**src/rtl/usc_pkg.sv**
```systemverilog
package usc_pkg;
  parameter int unsigned PIN_W     = 5;
  parameter int unsigned SYNC_DEPTH = 2;
  parameter int unsigned RST_DEPTH  = 2;
  typedef logic [PIN_W-1:0] pin_vec_t;
endpackage

```
**src/rtl/usc_pin_watch.sv**
```systemverilog
module usc_pin_watch #(
  parameter int unsigned W     = 5,
  parameter int unsigned DEPTH = 2
) (
  input  logic         clk,
  input  logic         rst_n,
  input  logic [W-1:0] pins_i,
  output logic         changed_o
);
  logic [W-1:0] sync_q [DEPTH];
  logic [W-1:0] held_q;

  generate
    for (genvar s = 0; s < DEPTH; s++) begin : g_stage
      if (s == 0) begin : g_first
        always_ff @(posedge clk or negedge rst_n) begin
          if (!rst_n) sync_q[s] <= '0;
          else        sync_q[s] <= pins_i;
        end
      end else begin : g_rest
        always_ff @(posedge clk or negedge rst_n) begin
          if (!rst_n) sync_q[s] <= '0;
          else        sync_q[s] <= sync_q[s-1];
        end
      end
    end
  endgenerate

  always_ff @(posedge clk or negedge rst_n) begin
    if (!rst_n) held_q <= '0;
    else        held_q <= sync_q[DEPTH-1];
  end

  assign changed_o = |(sync_q[DEPTH-1] ^ held_q);


  held_track_chk: assert property (@(posedge clk) disable iff (!rst_n)
    changed_o |=> !$stable(held_q));
endmodule

```
**src/rtl/usc_idle_qual.sv**
```systemverilog
module usc_idle_qual (
  input  logic clk,
  input  logic rst_n,
  input  logic tx_empty,
  input  logic rx_avail,
  input  logic irq_pending,
  input  logic wake,
  output logic drained_o
);
  logic idle_now;
  logic idle_q;
  logic idle_d;

  always_comb begin
    idle_now = tx_empty && !rx_avail && !irq_pending && !wake;
    idle_d   = idle_now;
  end

  always_ff @(posedge clk or negedge rst_n) begin
    if (!rst_n) idle_q <= 1'b0;
    else        idle_q <= idle_d;
  end

  assign drained_o = idle_now && idle_q;


  busy_block_chk: assert property (@(posedge clk) disable iff (!rst_n)
    (!tx_empty || rx_avail) |-> !drained_o);
endmodule

```
**src/rtl/uart_sleep_ctrl.sv**
```systemverilog
module uart_sleep_ctrl
  import usc_pkg::*;
(
  input  logic             clk,
  input  logic             rst_n,
  input  logic             feat_en,
  input  logic             sleep_en,
  input  logic             rx_start,
  input  logic             thr_write,
  input  logic [PIN_W-1:0] pins_i,
  input  logic             tx_empty,
  input  logic             rx_avail,
  input  logic             irq_pending,
  output logic             sleep_o,
  output logic             clk_en_o
);
  logic [RST_DEPTH-1:0] rst_sync_q;
  logic                 rst_int_n;
  logic                 pin_change;
  logic                 wake;
  logic                 drained;
  logic                 armed;
  logic                 asleep_q;
  logic                 asleep_d;

  always_ff @(posedge clk or negedge rst_n) begin
    if (!rst_n) rst_sync_q <= '0;
    else        rst_sync_q <= {rst_sync_q[RST_DEPTH-2:0], 1'b1};
  end
  assign rst_int_n = rst_sync_q[RST_DEPTH-1];

  usc_pin_watch #(.W(PIN_W), .DEPTH(SYNC_DEPTH)) u_pins (
    .clk       (clk),
    .rst_n     (rst_int_n),
    .pins_i    (pins_i),
    .changed_o (pin_change)
  );

  assign wake  = rx_start || thr_write || pin_change;
  assign armed = feat_en && sleep_en;

  usc_idle_qual u_idle (
    .clk         (clk),
    .rst_n       (rst_int_n),
    .tx_empty    (tx_empty),
    .rx_avail    (rx_avail),
    .irq_pending (irq_pending),
    .wake        (wake),
    .drained_o   (drained)
  );

  always_comb begin
    asleep_d = asleep_q;
    if (!armed || wake)   asleep_d = 1'b0;
    else if (drained)     asleep_d = 1'b1;
  end

  always_ff @(posedge clk or negedge rst_int_n) begin
    if (!rst_int_n) asleep_q <= 1'b0;
    else            asleep_q <= asleep_d;
  end

  assign sleep_o  = asleep_q;
  assign clk_en_o = !asleep_q;


  disarm_chk: assert property (@(posedge clk) disable iff (!rst_int_n)
    !(feat_en && sleep_en) |=> !sleep_o);

  irq_block_chk: assert property (@(posedge clk) disable iff (!rst_int_n)
    (!sleep_o && irq_pending) |=> !sleep_o);

  start_wake_chk: assert property (@(posedge clk) disable iff (!rst_int_n)
    rx_start |=> !sleep_o);

  write_wake_chk: assert property (@(posedge clk) disable iff (!rst_int_n)
    thr_write |=> !sleep_o);

  entry_idle_chk: assert property (@(posedge clk) disable iff (!rst_int_n)
    $rose(sleep_o) |-> $past(tx_empty && !rx_avail && !irq_pending));
endmodule

```
**config.mk**
```make
export PLATFORM = sky130hd
export DESIGN_NAME = uart_sleep_ctrl
export DESIGN_NICKNAME = d
export VERILOG_FILES = /design/src/rtl/usc_pkg.sv /design/src/rtl/usc_pin_watch.sv /design/src/rtl/usc_idle_qual.sv /design/src/rtl/uart_sleep_ctrl.sv
export SDC_FILE = /design/constraint.sdc
export NUM_CORES = 1
export LEC_CHECK = 0
export BUFFER_PORTS_ARGS = -buffer_cell sky130_fd_sc_hd__buf_2
export CAP_MARGIN = 20
export CORE_AREA = 4 4 41 43
export CTS_BUF_LIST = sky130_fd_sc_hd__clkbuf_8 sky130_fd_sc_hd__clkbuf_16
export CTS_CLUSTER_DIAMETER = 50
export DETAILED_ROUTE_END_ITERATION = 7
export DIE_AREA = 0 0 45 47
export PLACE_DENSITY = 0.68
export SYNTH_ARGS = -nofsm -noshare
export SYNTH_HDL_FRONTEND = slang
export SYNTH_SLANG_ARGS = --single-unit
```
**constraint.sdc**
```tcl
create_clock -name clk -period 0.8 [get_ports clk]
set_input_delay 0.04 -clock clk [delete_from_list [all_inputs] [get_ports clk]]
set_output_delay 0.04 -clock clk [all_outputs]
set_load 0.03 [all_outputs]
```
==> results of run 1 <==
## layout make-up
| class | count | area, sq um | share of cell area, % |
|---|---|---|---|
| repair buffers | 22 | 155 | 19.5 |
| multi-input cells | 15 | 96.3 | 12.1 |
| clock buffers | 3 | 41.3 | 5.20 |
| inverters | 1 | 3.75 | 0.472 |
| clock inverters | 1 | 3.75 | 0.472 |
| flip-flops and latches | 19 | 475 | 59.8 |
| well taps | 15 | 18.8 | 2.36 |
## state kept, by name, summed over array words and instances, names as in the netlist
signal,cells
u_pins.sync_q,10
rst_sync_q,2
u_pins.held_q,5
u_idle.idle_q,1
sleep_o,1
## synthesized netlist by cell type
master	number	area share [%]
dfrtp_1	19	83
xnor2_1	5	7.6
nand2_1	3	2.0
nor2_1	2	1.3
a31oi_1	1	1.1
conb_1	1	0.65
inv_1	1	0.65
nand4_1	1	1.1
nor3_1	1	0.87
nor4_2	1	2.2
## per-layer routing
layer | vias up | share of wire, % | track usage [%]
li1 | 162 | - | -
met1 | 161 | 40 | 11.7
met2 | 16 | 48 | 15.5
met3 | 2 | 9.1 | 2.30
met4 | 0 | 2.7 | 10.5
met5 | - | 0 | 0
## report_power, final
group	switching [mW]	internal, mW
clock	0.281	0.340
sequential	0.0181	1.00
combinational	0.0422	0.0644
total	0.341	1.41
## logic make-up (layout without fill, tap and decap cells)
family / after synthesis / after routing / share of synthesized area (%)
AO/OA/AOI/OAI: 1 / 1 / 1.09
XOR/XNOR: 5 / 5 / 7.61
buffers and inverters: 1 / 27 / 0.652
flip-flops: 19 / 19 / 82.6
other: 1 / 1 / 0.652
AND/OR/NAND/NOR: 8 / 8 / 7.39
## worst max path at each step
| stage | end | slack (ns) | cells after the start |
|---|---|---|---|
| 6_report | sleep_o | -0.15 | 3 |
| 2_1_floorplan | sleep_o | -0.09 | 3 |
| 5_1_grt | sleep_o | -0.22 | 3 |
| 3_5_place_dp | sleep_o | -0.14 | 3 |
| 4_1_cts | sleep_o | -0.16 | 3 |
| 3_3_place_gp | sleep_o | -0.12 | 3 |
## what timing repair did
action	CTS	global route
resized for setup	4	0
endpoints found under the hold margin	7	0
pin swaps	0	1
setup endpoints to repair	4	4
hold buffers	6	0
## worst max-delay path, cell delays in order (launching register included)
cell and delay (ns):
dfrtp_1 0.39, xnor2_1 0.14, nand2_1 0.10, nor4_2 0.23
## stage by stage
step	util [%]	TNS (ns)	total power [mW]	setup slack [ns]
4_1_cts	61.1	-0.450	1.78	-0.158
5_1_grt	61.1	-0.629	1.85	-0.220
3_3_place_gp	52.0	-0.223	1.12	-0.122
2_1_floorplan	-	-0.123	1.08	-0.0900
6_report	61.1	-0.392	1.75	-0.148
3_5_place_dp	52.0	-0.263	1.13	-0.135
==> results by group, run 1 <==
CTS
  • Clock transition at path regs: 0.07 ns
  • CTS buffer count: 3
  • Worst skew pair latency: 0.25 ns
  • Root Buffer: clkbuf_8
  • Post-CTS setup buffers: 0
  • Clock Path Buffers: 2
  • Clk sinks: 19
  • H-tree levels: 1
  • CTS tree: done

Placement
  • Placed insts: 66
  • Routability congestion estimate from global placement: around 0.69
  • Hpwl dp: 519 um
  • Post-DP Area: 677 sq um
  • PortBufs: 15

Floorplan
  • Row count: 13
  • Horiz. Die Dim: 45 um
  • Top-level port count: 16
  • DIE AREA: 2120 sq um
  • Placeable Area: 1300 sq um
  • DIE HEIGHT: between 40 and 50 um
  • Initial core utilization: between 40 and 50%

STA
  • Fmax: 1050 MHz
  • Slew Limit Fails: 0
  • Hold Vio Cnt, Final: 0
  • Post-route setup slack: -0.148 ns
  • Final period utilization: 119%
  • Final setup violation count: 4
  • Fin Hold WS: 0.0239 ns
  • Clock skew: about 0.0048 ns
  • RSZ-0062 raised after global routing: true
  • Post-layout minimum cycle time: 0.948 ns

Yosys
  • Synth Warn #: 0
  • Seq/Total Area, Yosys: between 80% and 90%
  • Post-Syn Area: 576 sq um
  • Syn Area/Cell: 16.4 sq um
  • Syn Inst Count: 35
  • #FFs+latches synth: 19
  • Yosys cell types: 10
  • Syn nets: 49

GRT
  • First-pass GRT wire length: 1.44 mm
  • GR Util All Layers: 10.3%
  • Largest net degree at the start of global routing: 18
  • Initial antenna violation count: 0
  • Total congestion overflow: 0
  • Vias in the first global route: between 300 and 400

Min path
  • WHS Path Cells: 3
  • Worst hold path type: in -> reg
  • Hold endpoint: u_idle.idle_q
  • Hold Crit Start: tx_empty

Detailed routing
  • Post-route ant nets: 0
  • First DRT Iteration DRCs: 0
  • Post-Route WL: 772 um
  • Initial DRT Pass Iterations: 1
  • DRC violations left: 0
  • Via count: 341
  • Via-to-Cell Ratio: 4.49
  • Drt wl/cell: 10.2 um

Final layout
  • Post-Layout Cell Count: 76
  • Commonest non-fill, non-tap cell in the layout: dfrtp_1
  • Commonest cells after routing, fill and taps aside: dfrtp_1 (19), buf_2 (13), dlygate4sd3_1 (6), xnor2_1 (5)
  • # fillers: about 110
  • ANT cells: 0
  • Fin area: 795 sq um
  • Number of nets in the layout: 76
  • Share of post-route cells with drive strength above 1: 32.8%
  • Area grow syn2layout: 38.0%

Critical path
  • R2R Setup Slk: -0.15 ns
  • CP max FO: 2
  • Crit. End Element: flip-flop
  • Critical Path RT: 0.96 ns
  • R2R depth: 3
  • Setup crit start kind: flip-flop
  • R2r endpoint: sleep_o
  • Critical Path Source: u_pins.sync_q[0]
  • Crit path kind: reg -> reg
  • WP data arrival: 1.11 ns
  • FF-to-FF Start: u_pins.sync_q[0]

Run status
  • Status: complete, but fails checks
  • Failing checks: negative setup slack

Power
  • Pwr dens: 2200 nW/um^2
  • P_leak: about 0.37 nW
  • Maximum VDD drop: ~1.5 mV

Flow run
  • Max cap viols: 0
Note: power is estimated with default switching activity, not from simulation.
==> inputs of run 2 (changes only) <==
--- a/config.mk
+++ b/config.mk
@@ -13,6 +13,7 @@
 export DETAILED_ROUTE_END_ITERATION = 7
 export DIE_AREA = 0 0 45 47
 export PLACE_DENSITY = 0.68
+export SKIP_CTS_REPAIR_TIMING = 1
 export SYNTH_ARGS = -nofsm -noshare
 export SYNTH_HDL_FRONTEND = slang
 export SYNTH_SLANG_ARGS = --single-unit
==> run 2 against run 1 <==
Utilization is the same. Combinational power is essentially flat. Die area is the same. Power is essentially flat. Via count is the same. Global-route usage shrank 1.4 points. The flow still finishes with violations (negative setup slack).
==> results by group, run 2 (synthesized netlist as in run 1, its figures left out) <==
Power
  • P_leak: 0.370 nW
  • Combinational share of power: 6.1%
  • Power share of the sequential group: 58.4%
  • Pwr dens: ~2200 nW/um^2
  • Cell Int Power: between 1 and 1.5 mW
  • Clock power frac: a little over a third
  • Sw Ratio: between 15 and 20%
  • Net switching power: ~340 uW
  • Maximum VDD drop: 1.51 mV

Critical path
  • Crit path kind: reg -> reg
  • CP max FO: 2
  • Slowest cell delay on critical path: 0.39 ns
  • Setup crit start kind: flip-flop
  • CP bufs+invs: 0
  • Crit. End Element: flip-flop
  • CP max stage cell: dfrtp_1
  • Critical Path RT: about 0.96 ns
  • Worst-path cell chain: xnor2_1 > nand2_1 > nor4_2
  • WP data arrival: 1.11 ns
  • Critical path's top delay family: flip-flops

Placement
  • Routability congestion estimate from global placement: roughly 0.69
  • Placed insts: 66
  • PortBufs: 15
  • Hpwl dp: 519 um
  • Post-DP Area: 677 sq um

Floorplan
  • Horiz. Die Dim: 45 um
  • Top-level port count: 16
  • Initial core utilization: 44.2%
  • Placeable Area: 1300 sq um
  • DIE HEIGHT: about 47 um
  • Row count: 13
  • DIE AREA: 2120 sq um

CTS
  • Root Buffer: clkbuf_8
  • CTS buffer count: 3
  • CTS tree: done
  • Clock Path Buffers: 2
  • H-tree levels: 1
  • Clk sinks: 19
  • Clock transition at path regs: 0.07 ns
  • Worst skew pair latency: 0.25 ns

Final layout
  • Top flop regs: u_pins.sync_q: 10 flops, u_pins.held_q: 5 flops, rst_sync_q: 2 flops
  • Commonest non-fill, non-tap cell in the layout: dfrtp_1
  • ANT cells: 0
  • Area grow syn2layout: 38.0%
  • Post-Layout Cell Count: 76
  • Commonest cells after routing, fill and taps aside: dfrtp_1 (19), buf_2 (13), dlygate4sd3_1 (6), xnor2_1 (5)
  • Fin area: between 700 and 800 sq um
  • Largest register FFs: 10
  • Biggest register: u_pins.sync_q
  • Share of post-route cells with drive strength above 1: 32.8%
  • Number of nets in the layout: 76
  • Final Util: between 60 and 70%

STA
  • Slew Limit Fails: 0
  • Final period utilization: 119%
  • Fin Hold WS: 0.0238 ns
  • Post-layout minimum cycle time: 0.948 ns
  • Clock skew: 0.00481 ns
  • Final setup violation count: 4
  • RSZ-0062 raised after global routing: true
  • Hold Vio Cnt, Final: 0
  • Post-route setup slack: -0.148 ns
  • Fmax: 1050 MHz

GRT
  • Largest net degree at the start of global routing: 18
  • Total congestion overflow: 0
  • GR Util All Layers: under 10%
  • First-pass GRT wire length: 1.24 mm
  • Initial antenna violation count: 0
  • Vias in the first global route: 317

Flow run
  • Max cap viols: 0

Min path
  • Worst hold path type: in -> reg

Run status
  • Status: complete, but fails checks
  • Failing checks: negative setup slack

Detailed routing
  • Via count: 341
  • DRC violations left: 0
  • Drt wl/cell: 10.2 um
  • Post-route ant nets: 0
  • Initial DRT Pass Iterations: 1
  • First DRT Iteration DRCs: 0
  • Via-to-Cell Ratio: 4.49
  • Post-Route WL: 772 um
-- run 2: per-stage QoR --
stage          worst slack (ns)  setup TNS, ns  power [mW]
4_1_cts                  -0.158         -0.498        1.76
5_1_grt                  -0.220         -0.629        1.85
3_5_place_dp             -0.135         -0.263        1.13
2_1_floorplan           -0.0900         -0.123        1.08
3_3_place_gp             -0.122         -0.223        1.12
6_report                 -0.148         -0.392        1.75
-- run 2: final timing paths --
path,startpoint,cells after the start,slack (ns),endpoint
worst max-delay path,u_pins.sync_q[0],3,-0.15,sleep_o
max in group asynchronous,rst_sync_q[1],1,0.43,u_pins.held_q[1]
worst min register to register,rst_sync_q[1],1,0.19,u_pins.sync_q[5]
worst max register to register,u_pins.sync_q[0],3,-0.15,sleep_o
worst min-delay path,tx_empty,3,0.02,u_idle.idle_q
min in group asynchronous,rst_n,2,0.10,rst_sync_q[1]
-- run 2: layout make-up --
class / count / area, sq um
flip-flops and latches: 19 / 475
well taps: 15 / 18.8
repair buffers: 22 / 155
inverters: 1 / 3.75
clock buffers: 3 / 41.3
fillers: 111 / 507
multi-input cells: 15 / 96.3
clock inverters: 1 / 3.75
-- run 2: routing by layer --
metal  share of wire [%]  track usage, %  up-vias
li1                    -               -      162
met1                  40            10.3      161
met2                  48            12.4       16
met3                 9.5            2.30        2
met4                 2.7            10.5        0
met5                   0               0        -
-- run 2: worst min-delay path, cell delays in order --
cell and delay (ns):
buf_2 0.10, nand2_1 0.05, nor3_1 0.04
-- run 2: power by group through the flow --
stage,registers [mW],clock network [mW],logic (mW)
floorplan,1.05,0,0.0321
finish,1.02,0.622,0.107
CTS,1.02,0.647,0.0864
global route,1.03,0.701,0.123
detailed placement,1.04,0,0.0858
global placement,1.04,0,0.0845
==> inputs of run 3 (changes only) <==
--- a/config.mk
+++ b/config.mk
@@ -13,7 +13,9 @@
 export DETAILED_ROUTE_END_ITERATION = 7
 export DIE_AREA = 0 0 45 47
 export PLACE_DENSITY = 0.68
+export RECOVER_POWER = 100
 export SKIP_CTS_REPAIR_TIMING = 1
+export SLEW_MARGIN = 20
 export SYNTH_ARGS = -nofsm -noshare
 export SYNTH_HDL_FRONTEND = slang
 export SYNTH_SLANG_ARGS = --single-unit
==> run 3 against run 2 <==
The flow still finishes with violations (negative setup slack). Sequential share of layout area rose by 0.28 points. Hold slack about the same. Combinational power about the same. Register-to-register slack hardly changed. Clock power hardly changed. Critical path depth is the same. Global-route usage unchanged. Count of clock-buffer cells in the layout unchanged. Die area did not move. Clock skew about the same. First-iteration DRC count did not move. Flip-flop and latch count unchanged. Highest routed layer unchanged.
==> results by group, run 3 (synthesized netlist as in run 1, its figures left out) <==
Final layout
  • # fillers: 113
  • Post-Layout Cell Count: 76
  • Multi-input logic area: about 96 sq um
  • Biggest register: u_pins.sync_q
  • Top flop regs: u_pins.sync_q: 10 flops, u_pins.held_q: 5 flops, rst_sync_q: 2 flops
  • Area grow syn2layout: 37.4%
  • Commonest cells after routing, fill and taps aside: dfrtp_1 (19), buf_2 (12), dlygate4sd3_1 (6), xnor2_1 (5)
  • Number of nets in the layout: 76
  • Final Util: about three fifths
  • Share of post-route cells with drive strength above 1: 31.1%
  • Reg area: ~480 sq um
  • Largest register FFs: 10
  • ANT cells: 0
  • Commonest non-fill, non-tap cell in the layout: dfrtp_1

GRT
  • Largest net degree at the start of global routing: 18
  • GR Util All Layers: 8.89%
  • Vias in the first global route: between 300 and 400
  • Initial antenna violation count: 0
  • First-pass GRT wire length: approximately 1.2 mm
  • Total congestion overflow: 0

Power
  • Sw Ratio: 19.6%
  • Total power: 1.75 mW
  • Clock power frac: 35.6%
  • Cell Int Power: 1.41 mW
  • Net switching power: 342 uW
  • Maximum VDD drop: 1.51 mV
  • Combinational share of power: 6.0%
  • Power share of the sequential group: 58.5%
  • P_leak: 0.367 nW
  • Pwr dens: 2210 nW/um^2

Run status
  • Status: complete, but fails checks
  • Failing checks: negative setup slack

Placement
  • Placed insts: 66
  • Routability congestion estimate from global placement: 0.694
  • Worst slack, placed: -0.135 ns
  • PortBufs: 15
  • Hpwl dp: 519 um

STA
  • RSZ-0062 raised after global routing: true
  • Post-layout minimum cycle time: 0.948 ns
  • Final setup violation count: 4
  • Post-route setup slack: -0.148 ns
  • Total Neg Setup Slack: -0.392 ns
  • Slew Limit Fails: 0
  • Hold Vio Cnt, Final: 0
  • Final period utilization: 119%
  • Clock skew: roughly 0.0048 ns
  • Fmax: between 1000 and 1500 MHz

Detailed routing
  • Via-to-Cell Ratio: 4.50
  • DRC violations left: 0
  • Initial DRT Pass Iterations: 1
  • First DRT Iteration DRCs: 0
  • Post-Route WL: 771 um
  • Post-route ant nets: 0
  • Via count: 342
  • Drt wl/cell: roughly 10 um

CTS
  • Worst skew pair latency: around 0.25 ns
  • Clock Path Buffers: 2
  • Root Buffer: clkbuf_8
  • Clk sinks: 19
  • CTS tree: done
  • Clock transition at path regs: 0.07 ns
  • H-tree levels: 1
  • CTS buffer count: 3

Critical path
  • Crit. End Element: flip-flop
  • WP data arrival: about 1.1 ns
  • Critical Path RT: 0.96 ns
  • Setup crit start kind: flip-flop
  • CP max FO: 2
  • Crit path kind: reg -> reg

Floorplan
  • Initial core utilization: 44.2%
  • Row count: 13
  • Top-level port count: 16
  • DIE HEIGHT: 47 um
  • Placeable Area: 1300 sq um
  • Horiz. Die Dim: between 40 and 50 um
  • DIE AREA: 2120 sq um

Flow run
  • Max cap viols: 0

Min path
  • Worst hold path type: in -> reg
==> run 3: cell count changes in the layout (fill, tap and decap cells not counted), sizes merged <==
cell    delta
buf        -2
clkbuf     +2
==> run 3: through the flow <==
stage	area (sq um)	hold slack (ns)
after floorplan	576	-0.256
after global placement	677	-0.173
after detailed placement	677	-0.173
after CTS	722	-0.447
after global routing	791	0.0248
final	791	0.0238
==> run 3: power by group through the flow <==
| stage | sequential (mW) | clock [mW] | combinational, mW |
|---|---|---|---|
| after floorplan | 1.05 | 0 | 0.0321 |
| after global placement | 1.04 | 0 | 0.0845 |
| after detailed placement | 1.04 | 0 | 0.0858 |
| after CTS | 1.02 | 0.647 | 0.0864 |
| after global routing | 1.03 | 0.701 | 0.120 |
| final | 1.02 | 0.622 | 0.104 |
==> run 3: worst max-delay path, cell delays in order (launching register included) <==
cell and delay [ns]:
dfrtp_1 0.39, xnor2_1 0.14, nand2_1 0.10, nor4_2 0.23
==> run 3: final cells by class <==
class	instances	share of cell area, %
Clock buffer	3	5.22
Inverter	1	0.475
Tap cell	15	2.37
Clock inverter	1	0.475
Sequential cell	19	60.1
Multi-Input combinational cell	15	12.2
Timing Repair Buffer	22	19.1
==> run 3: routing by layer <==
layer	wire length, um	track usage [%]
met5	0	0
met4	21	10.5
met3	73	2.30
met2	368	12.4
met1	307	10.3
==> run 3: path summary, 6_finish.rpt <==
check	start	endpoint	slack [ns]	cells past startpoint
max in group asynchronous	rst_sync_q[1]	u_pins.held_q[1]	0.27	1
min reg2reg	rst_sync_q[1]	u_pins.sync_q[5]	0.25	1
max reg2reg	u_pins.sync_q[0]	sleep_o	-0.15	3
min in group asynchronous	rst_n	rst_sync_q[1]	0.10	2
min	tx_empty	u_idle.idle_q	0.02	3
max	u_pins.sync_q[0]	sleep_o	-0.15	3
